<file path="src/rtl/nr_divider.sv">
module nr_divider #(
  parameter int W = 32
) (
  input  logic         clk,
  input  logic         rst_n,
  input  logic         start,
  input  logic [W-1:0] dividend,
  input  logic [W-1:0] divisor,
  output logic         busy,
  output logic         done,
  output logic [W-1:0] quotient,
  output logic [W-1:0] remainder,
  output logic         div_by_zero
);

  localparam int CW = (W > 2) ? $clog2(W) : 1;

  typedef enum logic [1:0] {S_IDLE, S_RUN, S_FIX} state_t;

  state_t        state;
  logic [CW-1:0] cnt;
  logic [W:0]    part;
  logic [W-1:0]  qacc;
  logic [W-1:0]  dvs;
  logic [W:0]    shifted;
  logic [W:0]    step;
  logic [W:0]    fixed;

  assign busy    = (state != S_IDLE);
  assign shifted = {part[W-1:0], qacc[W-1]};
  assign step    = part[W] ? shifted + {1'b0, dvs} : shifted - {1'b0, dvs};
  assign fixed   = part + {1'b0, dvs};

  always_ff @(posedge clk) begin
    if (!rst_n) begin
      state       <= S_IDLE;
      cnt         <= '0;
      part        <= '0;
      qacc        <= '0;
      dvs         <= '0;
      done        <= 1'b0;
      quotient    <= '0;
      remainder   <= '0;
      div_by_zero <= 1'b0;
    end else begin
      done <= 1'b0;
      case (state)
        S_IDLE: if (start) begin
          if (divisor == '0) begin
            quotient    <= '1;
            remainder   <= dividend;
            div_by_zero <= 1'b1;
            done        <= 1'b1;
          end else begin
            part  <= '0;
            qacc  <= dividend;
            dvs   <= divisor;
            cnt   <= '0;
            state <= S_RUN;
          end
        end
        S_RUN: begin
          part <= step;
          qacc <= {qacc[W-2:0], ~step[W]};
          cnt  <= cnt + 1'b1;
          if (cnt == CW'(W - 1)) state <= S_FIX;
        end
        S_FIX: begin
          quotient    <= qacc;
          remainder   <= part[W] ? fixed[W-1:0] : part[W-1:0];
          div_by_zero <= 1'b0;
          done        <= 1'b1;
          state       <= S_IDLE;
        end
        default: state <= S_IDLE;
      endcase
    end
  end

  a_r2_done_single: assert property (@(posedge clk) disable iff (!rst_n)
    done |=> !done);

  a_r2_busy_done_apart: assert property (@(posedge clk) disable iff (!rst_n)
    !(busy && done));

  a_r9_partial_bound: assert property (@(posedge clk) disable iff (!rst_n)
    (state != S_IDLE && $past(state) == S_RUN) |->
      ($signed({part[W], part}) <  $signed({2'b00, dvs}) &&
       $signed({part[W], part}) >= -$signed({2'b00, dvs})));

  a_r9_rem_below_divisor: assert property (@(posedge clk) disable iff (!rst_n)
    (done && !div_by_zero) |-> (remainder < dvs));

  a_r4_zero_quotient: assert property (@(posedge clk) disable iff (!rst_n)
    (done && div_by_zero) |-> (quotient == '1));

  a_r6_hold_results: assert property (@(posedge clk) disable iff (!rst_n)
    !done |-> ($stable(quotient) && $stable(remainder) && $stable(div_by_zero)));

endmodule

</file>
<file path="config.mk">
export PLATFORM = sky130hd
export DESIGN_NAME = nr_divider
export DESIGN_NICKNAME = d
export VERILOG_FILES = /design/src/rtl/nr_divider.sv
export SDC_FILE = /design/constraint.sdc
export NUM_CORES = 1
export LEC_CHECK = 0
export BUFFER_PORTS_ARGS = -buffer_cell sky130_fd_sc_hd__buf_2
export CAP_MARGIN = 30
export CORE_ASPECT_RATIO = 1.5
export CORE_MARGIN = 2
export CORE_UTILIZATION = 45
export CTS_BUF_LIST = sky130_fd_sc_hd__clkbuf_8 sky130_fd_sc_hd__clkbuf_16
export CTS_CLUSTER_SIZE = 12
export DETAILED_ROUTE_END_ITERATION = 8
export PLACE_DENSITY = 0.72
export SLEW_MARGIN = 10
export SYNTH_ARGS = -nofsm -noshare
export SYNTH_HDL_FRONTEND = slang
export SYNTH_SLANG_ARGS = --single-unit
</file>
<file path="constraint.sdc">
create_clock -name clk -period 9.1 [get_ports clk]
set_clock_uncertainty 0.05 [all_clocks]
set_input_delay 1.365 -clock clk [delete_from_list [all_inputs] [get_ports clk]]
set_output_delay 1.365 -clock clk [all_outputs]
set_load 0.01 [all_outputs]
</file>
==> results of run 1 <==
-- sequential cells by signal (all words and copies together) (netlist names) --
name,cells
dvs,32
remainder,32
quotient,32
state,2
div_by_zero,1
qacc,32
cnt,5
part,33
done,1
-- power by group through the flow --
stage	Sequential (uW)	Clock (uW)	Combinational (uW)
2_1_floorplan	881	0	1190
3_3_place_gp	928	0	1430
3_5_place_dp	928	0	1450
4_1_cts	911	712	1460
5_1_grt	924	742	1640
6_report	914	701	1490
-- worst max-delay path, stage by stage (launching register included) --
cell and delay (ps):
dfxtp_1 350, nor2_1 220, nor4b_1 730, a21oi_1 180
xor2_1 190, ha_1 360, a21o_1 210, a2111oi_0 540
nor3_1 250, o31ai_1 490, o21ai_0 200, a21boi_0 290
xor2_1 180, o21ai_0 90
-- synth_stat cells, types with 3 or more instances --
cell type and count:
and2_1 15, nand4_1 10, nand3_1 30, a31oi_1 11, o21ai_0 111, inv_1 28
and3_1 10, a221oi_1 4, nor3_1 51, o211ai_1 8, nand2b_1 10, nor4_1 10
buf_1 5, a222oi_1 47, nand2_1 132, a211oi_1 7, o41ai_1 3, a21oi_1 81
a21boi_0 43, o21a_1 9, xor2_1 45, nand3b_1 3, clkbuf_1 79, a22oi_1 11
mux2i_1 10, nor3b_1 7, or2_2 5, nor2b_1 41, ha_1 66, a21o_1 29
o31ai_1 3, o21bai_1 10, nor2_1 96, dfxtp_1 170, mux2_2 3, or3_1 3
xnor2_1 38
-- kinds of logic (layout without fill, tap and decap cells) --
| family | count (synthesis) | after routing | share of synthesized area (%) |
|---|---|---|---|
| AOI/OAI and AO/OA | 402 | 402 | 25.9 |
| xor gates and xnor gates | 83 | 83 | 6.97 |
| adders and majority gates | 68 | 68 | 8.30 |
| buffers and inverters | 113 | 208 | 4.08 |
| DFF | 170 | 170 | 32.6 |
| muxes | 13 | 13 | 1.28 |
| and+or+nand+nor | 438 | 438 | 20.9 |
-- through the flow --
step                cell area, sq um  hold WS [ps]  setup slack, ps  utilization [%]
floorplan                      10400           409             5250                -
global placement               11200           409             4320             49.1
detailed placement             11300           420             4410             49.2
CTS                            11800           436             4410             51.7
global route                   11800           448             4130             51.7
finish                         11800           431             4610             51.7
-- area by class of cell --
class                   instances  share of cell area [%]
repair buffers                148                    6.72
clock inverters                15                    1.19
well taps                     280                    2.96
clock buffers                  17                    3.59
multi-input cells            1004                    55.9
inverters                      28                   0.888
flip-flops and latches        170                    28.7
-- worst max path at each step --
stage                      startpoint       endpoint  slack [ps]  depth (start not counted)
after floorplan                dvs[5]       part[25]        5250                         14
after global placement    divisor[26]  remainder[30]        4320                         10
after detailed placement       dvs[2]       part[25]        4410                         14
after CTS                      dvs[2]       part[25]        4410                         14
after global routing           dvs[2]       part[26]        4130                         13
final                          dvs[2]       part[26]        4610                         13
-- per-layer routing --
layer  GRT usage (%)  vias up  wire, um
li1                -     4858         -
met1            28.1     4470     12200
met2            39.4      316     13500
met3            4.24       59      1640
met4            9.43        0       879
met5               0        -         0
==> flow_metrics.py, run 1 <==
metrics = {
    "sta": {
        "min_period_over_period_pct": 49.4,
        "finalSetupViolCount": 0,
        "relSlewSlack_pct": 42.4,
        "maxSlewViolCount": 0,
        "rsz0062_at_grt": "false",
        "worst_pin_slew_ps": 851,
        "finalHoldViolCount": 0,
        "period_minus_slack_ps": 4490,
        "finalSetupTns_ps": 0,
        "clock.fmax_mhz": 223,
    },
    "final_layout": {
        "fill_cells": 2193,
        "regArea_sq_um": 3400,
        "multiInputGateArea_sq_um": 6620,
        "final_nets": 1504,
        "final_cell_mix": "170 x dfxtp_1, 133 x buf_2, 132 x nand2_1",
        "fin_cells": 1662,
        "drive_above_1_share_pct": 14.8,
        "diodes": 0,
        "layout_commonest_cell": "dfxtp_1",
        "synthToLayoutAreaGrowth_pct": 13.5,
    },
    "clock_tree": {
        "cts_root_buf": "clkbuf_16",
        "cts_sinks": 170,
        "postCtsHoldBufs": 0,
        "cts_tree": "built",
        "htree_levels": 4,
        "numCtsBuffers": 17,
        "clk_pin_slew_ps": 60,
        "clk_latency_ps": 440,
        "cts_resized": 0,
        "cts_setup_buffers": 0,
        "clock_path_buffers": 2,
    },
    "global_route": {
        "grt_max_degree": 92,
        "antenna_found_initial": 0,
        "grt_util_all_layers_pct": 23.0,
        "grt_overflow": 0,
        "grt_pass1_wl_um": 44900,
        "grt_pass1_vias": 8960,
    },
    "yosys": {
        "synth-async-reset-ratio_pct": 0,
        "syn_area_per_cell_sq_um": 8.10,
        "ys_seq_area_share_pct": 32.6,
        "ys_warn_count": 0,
        "synth.net_count": 1422,
        "synth_edf_count": 0,
        "synthFlopType": "dfxtp_1",
        "synth_cells": 1287,
        "syn_area_sq_um": 10400,
        "yosys_register_bits": 170,
        "yosysTopAreaCellShare_pct": 32.6,
        "yosysTopAreaCell": "dfxtp_1",
        "yosys-top-cells-area": "dfxtp_1 33%, ha_1 7.9%, o21ai_0 5.3%, nand2_1 4.8%, a222oi_1 4.5%",
        "yosys.cell_types.count": 68,
    },
    "floorplanning": {
        "core_area_sq_um": 22900,
        "start_util_pct": 45.6,
        "die_w_um": 128,
        "die_h_um": 190,
        "die-area_sq_um": 24400,
        "num_rows": 68,
        "ios": 134,
    },
    "route": {
        "detail-route-antenna-nets": 0,
        "wl_per_cell_um": 17.0,
        "drtIter0Drc": 1017,
        "drc": 0,
        "routed_via_density": 5.84,
        "vias": 9703,
        "dr.pass1.iters": 6,
        "totalWireLength_um": 28200,
    },
    "worst_setup_path": {
        "crit_type": "reg -> reg",
        "worst_setup_path_start_kind": "register",
        "reg2reg_slack_ps": 4610,
        "crit_path_max_fanout": 6,
        "regToRegEndpoint": "part[26]",
        "arrival_ps": 4730,
        "worstSetupEndpointType": "register",
        "r2r_start": "dvs[2]",
        "cp.required_ps": 9340,
        "r2r_cells": 13,
    },
    "placement": {
        "dp.cells": 1629,
        "gp_congestion": 0.931,
        "portBuffers": 133,
        "hpwl_um": 21700,
    },
    "power_and_ir_drop": {
        "power_leakage_uw": 0.00504,
        "power_uw": 3100,
        "seqPwrFrac_pct": 29.4,
        "swShare_pct": 40.9,
        "p_sw_uw": 1270,
        "clkPwrFrac_pct": 22.6,
        "ir_drop_uv": 180,
        "p_int_uw": 1830,
        "powerDensity_nw_per_um2": 262,
        "p_comb_share_pct": 48.0,
    },
    "hold_path": {
        "hold_end": "quotient[22]",
        "hp-start": "quotient[22]",
        "hold-path-cell-count": 2,
        "hold_path_class": "reg -> reg",
    },
    "run": {
        "maxCapViolations": 0,
    },
    "outcome": {
        "status": "completed",
    },
}
No activity file was read; power rests on OpenSTA's default activity.
==> run 2, diff against run 1 <==
- clock period: 9.1 -> 4.2 ns (I/O delays scaled with it)
==> run 2 against run 1 <==
- design area rose by 2.0%
- non-clock buffer count increased by 23
- register-to-register slack got worse by 4400 ps
- global-route usage fell by 0.32 points
- maximum frequency is 13% higher
- sequential power is 120% higher
- flip-flop and latch count unchanged
- sequential share of layout area decreased by 0.53 points
- worst hold slack got worse by 36 ps
- utilization is 1.0 points higher
- combinational power up 130%
==> flow_metrics.py, run 2 (same netlist as run 1, synthesis figures left out) <==
metrics = {
    "clock_tree": {
        "clk_latency_ps": 440,
        "cts_tree": "built",
        "numCtsBuffers": 17,
        "htree_levels": 4,
        "cts_sinks": 170,
        "clk_pin_slew_ps": 70,
        "cts_root_buf": "clkbuf_16",
        "clock_path_buffers": 2,
    },
    "worst_setup_path": {
        "worst_setup_path_start_kind": "register",
        "crit_chain": "or4_4 > nor4_4 > nor4b_4 > nor2b_2 > and2_1 > nor2_1 > xor2_1 > ha_1 > a21oi_2 > o21a_1 > o21ai_0 > a21o_1 > a21oi_2 > o211ai_1 > a31oi_1 > xnor2_1 > a32o_2",
        "worstSetupEndpointType": "register",
        "crit_type": "reg -> reg",
        "critPathSlowestCell": "or4_4",
        "r2r_cells": 17,
        "cp.required_ps": 4480,
        "max_stage_delay_ps": 570,
        "critPathMostFrequentCell": "a21oi_2",
        "crit_path_max_fanout": 6,
        "arrival_ps": 4270,
    },
    "final_layout": {
        "largest_register_ff_count": 33,
        "final_nets": 1527,
        "fill_cells": 2170,
        "drive_above_1_share_pct": 16.7,
        "largest_register": "part",
        "final_cell_mix": "168 x dfxtp_1, 133 x buf_2, 132 x nand2_1",
        "synthToLayoutAreaGrowth_pct": 15.8,
        "fin_util_pct": 52.7,
        "layout_commonest_cell": "dfxtp_1",
        "stdcell_area_sq_um": 12100,
        "diodes": 0,
    },
    "floorplanning": {
        "core_area_sq_um": 22900,
        "start_util_pct": 45.6,
        "die_w_um": 128,
        "die-area_sq_um": 24400,
        "ios": 134,
        "num_rows": 68,
        "die_h_um": 190,
    },
    "placement": {
        "gp_congestion": 0.890,
        "portBuffers": 133,
        "hpwl_um": 22000,
        "placed_cell_area_sq_um": 11500,
    },
    "sta": {
        "maxSlewViolCount": 0,
        "period_minus_slack_ps": 3990,
        "finalSetupViolCount": 0,
        "min_period_over_period_pct": 95.0,
        "finalHoldViolCount": 0,
        "whs_ps": 395,
        "worst_pin_slew_ps": 828,
        "relSlewSlack_pct": 44.8,
        "clock.fmax_mhz": 251,
    },
    "power_and_ir_drop": {
        "ir_drop_uv": 357,
        "power_leakage_uw": 0.00517,
        "powerDensity_nw_per_um2": 575,
    },
    "outcome": {
        "status": "completed",
    },
    "route": {
        "detail-route-antenna-nets": 0,
        "wl_per_cell_um": 16.7,
        "dr.pass1.iters": 6,
        "vias": 9780,
        "routed_via_density": 5.80,
        "totalWireLength_um": 28200,
        "drc": 0,
        "drtIter0Drc": 929,
    },
    "global_route": {
        "grt_pass1_vias": 9128,
        "grt_max_degree": 54,
        "grt_pass1_wl_um": 44600,
        "grt_overflow": 0,
        "grt_util_all_layers_pct": 22.6,
        "antenna_found_initial": 0,
    },
    "run": {
        "maxCapViolations": 0,
    },
    "hold_path": {
        "hold_path_class": "in -> reg",
        "hold-path-cell-count": 2,
    },
}
==> run 2: where the power goes <==
group | switching [uW] | leakage (uW) | internal, uW
registers | 221 | 0.00138 | 1760
logic | 1870 | 0.00351 | 1530
clock network | 720 | 0.000281 | 840
total | 2810 | 0.00517 | 4130
==> run 2: metal layers <==
metal,track usage [%],wire length [um],part of all wire (%),up-vias
li1,-,-,-,4894
met1,27.9,12100,43,4524
met2,39.6,13800,49,311
met3,3.28,1470,5.2,51
met4,8.58,816,2.9,0
met5,0,0,0,-
==> run 2: critical path, delay by kind of cell (launching register included) <==
family | cells | cell delay (ps)
simple gates | 6 | 1540
compound gates | 8 | 1310
fa+ha+maj | 1 | 370
flops | 1 | 350
xor+xnor | 2 | 270
==> run 2: path summary, 6_finish.rpt <==
kind | to | from | slack (ps)
max | part[32] | dvs[12] | 210
max reg2reg | part[32] | dvs[12] | 210
min reg2reg | remainder[0] | remainder[0] | 430
min | remainder[15] | dividend[15] | 400
==> run 2: per-stage QoR <==
step	TNS [ps]	power, uW	instances	setup WS (ps)
2_1_floorplan	0	4480	1287	347
3_3_place_gp	0	5260	1651	306
3_5_place_dp	0	5310	1651	234
4_1_cts	0	6870	1683	201
5_1_grt	-9.98	7370	1685	-9.50
6_report	0	6940	1685	211
==> run 2: area by class of cell <==
type	count	area [sq um]	area share, %
clock buffer	17	425	3.52
clock inverter	15	156	1.30
inverter	28	105	0.871
multi-input combinational	1004	6640	55.0
sequential	170	3410	28.2
tap	280	350	2.90
timing repair buffer	171	988	8.19
==> run 2: timing repair <==
action                                  4_1_cts  5_1_grt
hold buffers                                  0        0
endpoints found under the setup margin        0        5
buffers inserted                              0        2
gates resized for setup                       0        7
